<file path="src/rtl/syncser_pkg.sv">
`timescale 1ns/1ps
package syncser_pkg;
  typedef enum logic [1:0] {
    SRC_BAUD    = 2'd0,
    SRC_SYSHALF = 2'd1,
    SRC_TIMER   = 2'd2,
    SRC_EXT     = 2'd3
  } clkSrc_t;

  typedef struct packed {
    logic shiftEn;
    logic clearCnt;
    logic bitVal;
  } serStrobes_t;
endpackage

</file>
<file path="src/rtl/syncser_sync.sv">
`timescale 1ns/1ps
module syncser_sync #(
  parameter int STAGES = 2
) (
  input  logic clk,
  input  logic rstN,
  input  logic din,
  output logic dout
);
  logic [STAGES-1:0] chain;

  generate
    for (genvar i = 0; i < STAGES; i++) begin : g_stage
      if (i == 0) begin : g_first
        always_ff @(posedge clk or negedge rstN)
          if (!rstN) chain[i] <= 1'b0;
          else       chain[i] <= din;
      end else begin : g_next
        always_ff @(posedge clk or negedge rstN)
          if (!rstN) chain[i] <= 1'b0;
          else       chain[i] <= chain[i-1];
      end
    end
  endgenerate

  assign dout = chain[STAGES-1];
endmodule

</file>
<file path="src/rtl/syncser_ctrl.sv">
`timescale 1ns/1ps
module syncser_ctrl
  import syncser_pkg::*;
#(
  parameter int SYNC_STAGES = 2
) (
  input  logic        clk,
  input  logic        rstN,
  input  logic        enable,
  input  logic [1:0]  srcSel,
  input  logic        clkDir,
  input  logic        edgeSel,
  input  logic        baudTick,
  input  logic        timerTick,
  input  logic        extClkIn,
  input  logic        sclkIn,
  input  logic        rxdIn,
  output logic        sclkOut,
  output logic        sampleStb,
  output serStrobes_t strobes
);
  localparam int CFG_W = 4;

  logic extSync, sclSync, rxdSync;
  logic extPrev, sclPrev;
  logic half, sclkReg;
  logic [CFG_W-1:0] cfgQ, cfgNow;
  logic cfgChange, restart, srcTick, outToggle, inEdge;

  syncser_sync #(.STAGES(SYNC_STAGES)) i_syncExt (.clk(clk), .rstN(rstN), .din(extClkIn), .dout(extSync));
  syncser_sync #(.STAGES(SYNC_STAGES)) i_syncScl (.clk(clk), .rstN(rstN), .din(sclkIn),   .dout(sclSync));
  syncser_sync #(.STAGES(SYNC_STAGES)) i_syncRxd (.clk(clk), .rstN(rstN), .din(rxdIn),    .dout(rxdSync));

  assign cfgNow    = {srcSel, clkDir, edgeSel};
  assign cfgChange = enable && (cfgNow != cfgQ);
  assign restart   = !enable || cfgChange;

  always_comb begin
    unique case (clkSrc_t'(srcSel))
      SRC_BAUD:    srcTick = baudTick;
      SRC_SYSHALF: srcTick = half;
      SRC_TIMER:   srcTick = timerTick;
      SRC_EXT:     srcTick = extSync & ~extPrev;
      default:     srcTick = 1'b0;
    endcase
  end

  assign outToggle = !restart && !clkDir && srcTick;
  assign inEdge    = edgeSel ? (sclPrev & ~sclSync) : (sclSync & ~sclPrev);

  always_comb begin
    strobes.clearCnt = restart;
    strobes.bitVal   = rxdSync;
    strobes.shiftEn  = !restart && (clkDir ? inEdge : (outToggle && !sclkReg));
  end

  always_ff @(posedge clk or negedge rstN) begin
    if (!rstN) begin
      cfgQ      <= '0;
      extPrev   <= 1'b0;
      sclPrev   <= 1'b0;
      half      <= 1'b0;
      sclkReg   <= 1'b1;
      sampleStb <= 1'b0;
    end else begin
      cfgQ      <= cfgNow;
      extPrev   <= extSync;
      sclPrev   <= sclSync;
      sampleStb <= strobes.shiftEn;
      if (restart) begin
        half    <= 1'b0;
        sclkReg <= 1'b1;
      end else begin
        half <= ~half;
        if (outToggle) sclkReg <= ~sclkReg;
      end
    end
  end

  assign sclkOut = sclkReg;

  a_r11_idle_high: assert property (@(posedge clk) disable iff (!rstN)
    !enable |=> sclkOut && !sampleStb);
  a_r6_stb_on_rise: assert property (@(posedge clk) disable iff (!rstN)
    sampleStb && !$past(clkDir) |-> sclkOut && !$past(sclkOut));
  a_r10_cfg_restart: assert property (@(posedge clk) disable iff (!rstN)
    cfgChange |=> sclkOut && !sampleStb);
  a_r8_input_mode_high: assert property (@(posedge clk) disable iff (!rstN)
    clkDir |=> sclkOut);
endmodule

</file>
<file path="src/rtl/syncser_dpath.sv">
`timescale 1ns/1ps
module syncser_dpath
  import syncser_pkg::*;
#(
  parameter int DATA_W = 8
) (
  input  logic              clk,
  input  logic              rstN,
  input  serStrobes_t       strobes,
  output logic [DATA_W-1:0] rxByte,
  output logic              byteDone
);
  localparam int CNT_W = $clog2(DATA_W);
  localparam logic [CNT_W-1:0] LAST = CNT_W'(DATA_W - 1);

  logic [DATA_W-1:0] shiftReg, shiftNext;
  logic [CNT_W-1:0]  bitCnt;

  assign shiftNext = {strobes.bitVal, shiftReg[DATA_W-1:1]};

  always_ff @(posedge clk or negedge rstN) begin
    if (!rstN) begin
      shiftReg <= '0;
      bitCnt   <= '0;
      rxByte   <= '0;
      byteDone <= 1'b0;
    end else begin
      byteDone <= 1'b0;
      if (strobes.clearCnt) begin
        bitCnt <= '0;
      end else if (strobes.shiftEn) begin
        shiftReg <= shiftNext;
        if (bitCnt == LAST) begin
          bitCnt   <= '0;
          rxByte   <= shiftNext;
          byteDone <= 1'b1;
        end else begin
          bitCnt <= bitCnt + 1'b1;
        end
      end
    end
  end

  a_r9_done_single: assert property (@(posedge clk) disable iff (!rstN)
    byteDone |=> !byteDone);
  a_r10_clear_no_done: assert property (@(posedge clk) disable iff (!rstN)
    strobes.clearCnt |=> !byteDone);
endmodule

</file>
<file path="src/rtl/syncser_front.sv">
`timescale 1ns/1ps
module syncser_front
  import syncser_pkg::*;
#(
  parameter int DATA_W      = 8,
  parameter int SYNC_STAGES = 2
) (
  input  logic              clk,
  input  logic              rstN,
  input  logic              enable,
  input  logic [1:0]        srcSel,
  input  logic              clkDir,
  input  logic              edgeSel,
  input  logic              baudTick,
  input  logic              timerTick,
  input  logic              extClkIn,
  input  logic              sclkIn,
  input  logic              rxdIn,
  output logic              sclkOut,
  output logic              sampleStb,
  output logic [DATA_W-1:0] rxByte,
  output logic              byteDone
);
  serStrobes_t strobes;

  syncser_ctrl #(.SYNC_STAGES(SYNC_STAGES)) i_ctrl (
    .clk(clk), .rstN(rstN), .enable(enable), .srcSel(srcSel), .clkDir(clkDir),
    .edgeSel(edgeSel), .baudTick(baudTick), .timerTick(timerTick),
    .extClkIn(extClkIn), .sclkIn(sclkIn), .rxdIn(rxdIn),
    .sclkOut(sclkOut), .sampleStb(sampleStb), .strobes(strobes)
  );

  syncser_dpath #(.DATA_W(DATA_W)) i_dpath (
    .clk(clk), .rstN(rstN), .strobes(strobes), .rxByte(rxByte), .byteDone(byteDone)
  );

  a_r9_done_with_stb: assert property (@(posedge clk) disable iff (!rstN)
    byteDone |-> sampleStb);
endmodule

</file>
<file path="config.mk">
export PLATFORM = sky130hd
export DESIGN_NAME = syncser_front
export DESIGN_NICKNAME = d
export VERILOG_FILES = /design/src/rtl/syncser_pkg.sv /design/src/rtl/syncser_sync.sv /design/src/rtl/syncser_ctrl.sv /design/src/rtl/syncser_dpath.sv /design/src/rtl/syncser_front.sv
export SDC_FILE = /design/constraint.sdc
export NUM_CORES = 1
export LEC_CHECK = 0
export ABC_AREA = 0
export BUFFER_PORTS_ARGS = -buffer_cell sky130_fd_sc_hd__buf_2
export CAP_MARGIN = 20
export CORE_UTILIZATION = 57
export CTS_CLUSTER_SIZE = 12
export DETAILED_ROUTE_END_ITERATION = 7
export GPL_TIMING_DRIVEN = 0
export PLACE_DENSITY = 0.81
export SKIP_LAST_GASP = 1
export SLEW_MARGIN = 20
export SYNTH_ARGS = -nofsm -noshare
export SYNTH_HDL_FRONTEND = slang
export SYNTH_SLANG_ARGS = --single-unit
export TNS_END_PERCENT = 20
</file>
<file path="constraint.sdc">
create_clock -name clk -period 3.45 [get_ports clk]
set_input_delay 0.69 -clock clk [delete_from_list [all_inputs] [get_ports clk]]
set_output_delay 0.69 -clock clk [all_outputs]
set_load 0.01 [all_outputs]
</file>
==> summary.txt <==
Outcome
  • Outcome: finished, final reports clean

Power
  • Flop pwr share: 0.619
  • VDD IR max: 0.000375 V
  • Leakage Power: 0.794 nW
  • Sw Share: 0.220
  • Clock power share: 0.333
  • Internal power: 0.519 mW
  • Combinational power share: 0.048
  • Final Power: 0.666 mW
  • PD cells: 443 mW/mm^2
  • Net switching power: 0.147 mW

Clocking
  • CTS clk-pin slew, worst paths: 100 ps
  • Clock Sink Count: 34
  • CTS tree: done
  • Setup Fix Bufs, Post-CTS: 0
  • Clock buffer count from CTS: 5
  • Root buffer cell: clkbuf_4
  • Clock buffer depth: 2
  • H-tree Lvls: 2
  • Clock latency at the later pin of the worst-skew pair: 330 ps
  • Hold-fix buffers, CTS: 0
  • CTS resizes: 0

Layout
  • Highest-count cells in the layout ignoring fill and taps: dfrtp_1 (33), buf_2 (23), mux2_2 (15)
  • Final core occ: 0.736
  • Ant. Diodes: 0
  • Final instance area: 0.00150 mm^2
  • Layout area overhead: 16.0%
  • Nets@finish: 129
  • Final Non-Filler Cells: 143
  • Layout cells sized above 1: 0.457
  • Most common cell after layout, fill and taps aside: dfrtp_1

STA
  • Worst-margin pin slew: 704 ps
  • Hold slack: 367 ps
  • Max-slew violation count: 0
  • Period utilisation layout: 0.603
  • RSZ-0062 raised after global routing: false
  • Fmax: 481 MHz
  • Relative slew slack: 0.531
  • Setup TNS: 0 ps
  • Final Hold Vio Count: 0
  • Final setup margin: 1370 ps
  • Tmin final: 2080 ps
  • Worst Skew: 5.33 ps
  • Final Setup Violations: 0

Floorplan
  • Num ports: 23
  • Die area: 0.00247 mm^2
  • Die Y-Extent: 49.7 um
  • Placement Rows: 16
  • Die X: 49.7 um
  • Core Area: 0.00204 mm^2
  • Initial core utilization: 0.634

Placed design
  • PortBufs: 22
  • Dpl cell area: 0.00144 mm^2
  • RePlAce Congestion: 0.677
  • Detail Placement HPWL: 1400 um
  • Setup Slack @ Placement: 1030 ps
  • DP Cell Count: 135

Routing
  • Post-DRT Antenna Nets: 0
  • TritonRoute pass-1 iters: 4
  • # DRC: 0
  • WL per Instance: 13.3 um
  • Detailed Route Iter0 Violations: 6
  • Final WL: 1900 um
  • Vias per cell: 5.24
  • DR vias: 750

Critical path
  • Slowest cell on the critical path: or4_1
  • CP Launch Type: primary input
  • FF-to-FF setup slack: 1530 ps
  • Data required time at the worst endpoint: 3670 ps
  • CP Capture Type: flip-flop
  • Crit path DAT: 2300 ps
  • Crit-path max FO: 9
  • Critical path buffers and inverters: 2
  • Crit Path Category: in2reg
  • Critical path's largest stage delay: 430 ps
  • Critical path cell sequence: buf_2 -> mux2i_1 -> or4_1 -> and3_4 -> nor3b_2 -> buf_6 -> mux2_2
  • Delay-heaviest family, CP: simple AND/OR/NAND/NOR gates

Synthesis
  • #FFs+latches synth: 34
  • Register area share after synthesis: 0.658
  • Synth unique cells: 25
  • Post-Syn Area per Cell: 15.1 um^2
  • Synth warnings: 0
  • Synth Instances: 86
  • Cell area after synthesis: 0.00129 mm^2
  • Syn Nets: 100

GRT
  • Vias in the first global route: 786
  • First-pass GRT wire length: 3280 um
  • Grt ovf: 0
  • Antenna violations before repair: 0
  • Largest net degree at the start of global routing: 35
  • All-Layer GR Usage: 0.189

Job
  • Max Cap Viol: 0

Min path
  • HP Class: reg2reg
-- cells in the mapped netlist, drive strengths merged --
master	n	area [um^2]
buf	2	16.3
nor2	6	22.5
o211ai	1	7.51
dfstp	1	26.3
xor2	3	26.3
or4	1	7.51
inv	1	3.75
nor3	1	5.00
nor3b	2	20.0
and2b	1	8.76
dfrtp	33	826
nand3	2	10.0
a21oi	1	5.00
mux2i	4	40.0
and3b	2	18.8
o21ai	2	10.0
ha	2	25.0
xnor2	2	17.5
mux2	15	169
nand2b	2	12.5
or2	1	6.26
and3	1	11.3
-- flip-flops by register name, indices dropped and copies added (netlist names), 3 cells and up --
name	count
i_dpath.shiftReg	7
i_dpath.rxByte	8
i_ctrl.cfgQ	4
i_dpath.bitCnt	3
-- worst paths after layout --
| path | startpoint | end | cells after the start |
|---|---|---|---|
| min in group asynchronous | rstN | i_ctrl.i_syncRxd.chain[0] | 1 |
| worst max-delay path | srcSel[0] | i_dpath.rxByte[7] | 7 |
| max in group asynchronous | rstN | i_dpath.shiftReg[6] | 1 |
| worst max register to register | i_ctrl.half | i_dpath.rxByte[7] | 6 |
| worst min register to register | i_ctrl.i_syncScl.chain[0] | i_ctrl.i_syncScl.dout | 0 |
| worst min-delay path | i_ctrl.i_syncScl.chain[0] | i_ctrl.i_syncScl.dout | 0 |
-- power by group through the flow --
stage               combinational (mW)  sequential [mW]  clock (mW)
finish                          0.0321            0.412       0.222
global route                    0.0365            0.413       0.246
CTS                             0.0330            0.412       0.231
detailed placement              0.0328            0.420           0
global placement                0.0314            0.419           0
floorplan                       0.0141            0.419           0
-- worst reg2reg max path: cells and delay by family (launching register included) --
kind,cells,cell delay (ps)
DFF,1,370
buffers and inverters,1,170
muxes,2,440
and+or+nand+nor,3,820
-- cell type report --
cell class | count | area (um^2)
sequential | 34 | 852
fill | 149 | 539
multi-input combinational | 49 | 423
timing repair buffer | 22 | 110
clock buffer | 6 | 51.3
tap | 27 | 33.8
buffer | 2 | 16.3
clock inverter | 2 | 12.5
inverter | 1 | 3.75
-- cell families after synthesis --
| kind of cell | Yosys count | share of synthesized area |
|---|---|---|
| XOR/XNOR | 5 | 0.0338 |
| AO/OA/AOI/OAI | 4 | 0.0174 |
| AND/OR/NAND/NOR | 19 | 0.0947 |
| flip-flops | 34 | 0.658 |
| adder cells (fa/ha/maj) | 2 | 0.0193 |
| multiplexers | 19 | 0.161 |
| buffers and inverters | 3 | 0.0155 |
-- per-layer routing --
layer,GRT usage,part of all wire
met4,0.114,0.025
met1,0.201,0.42
met2,0.327,0.52
met5,0,0
met3,0.0556,0.034
Note: power is estimated with default switching activity, not from simulation.
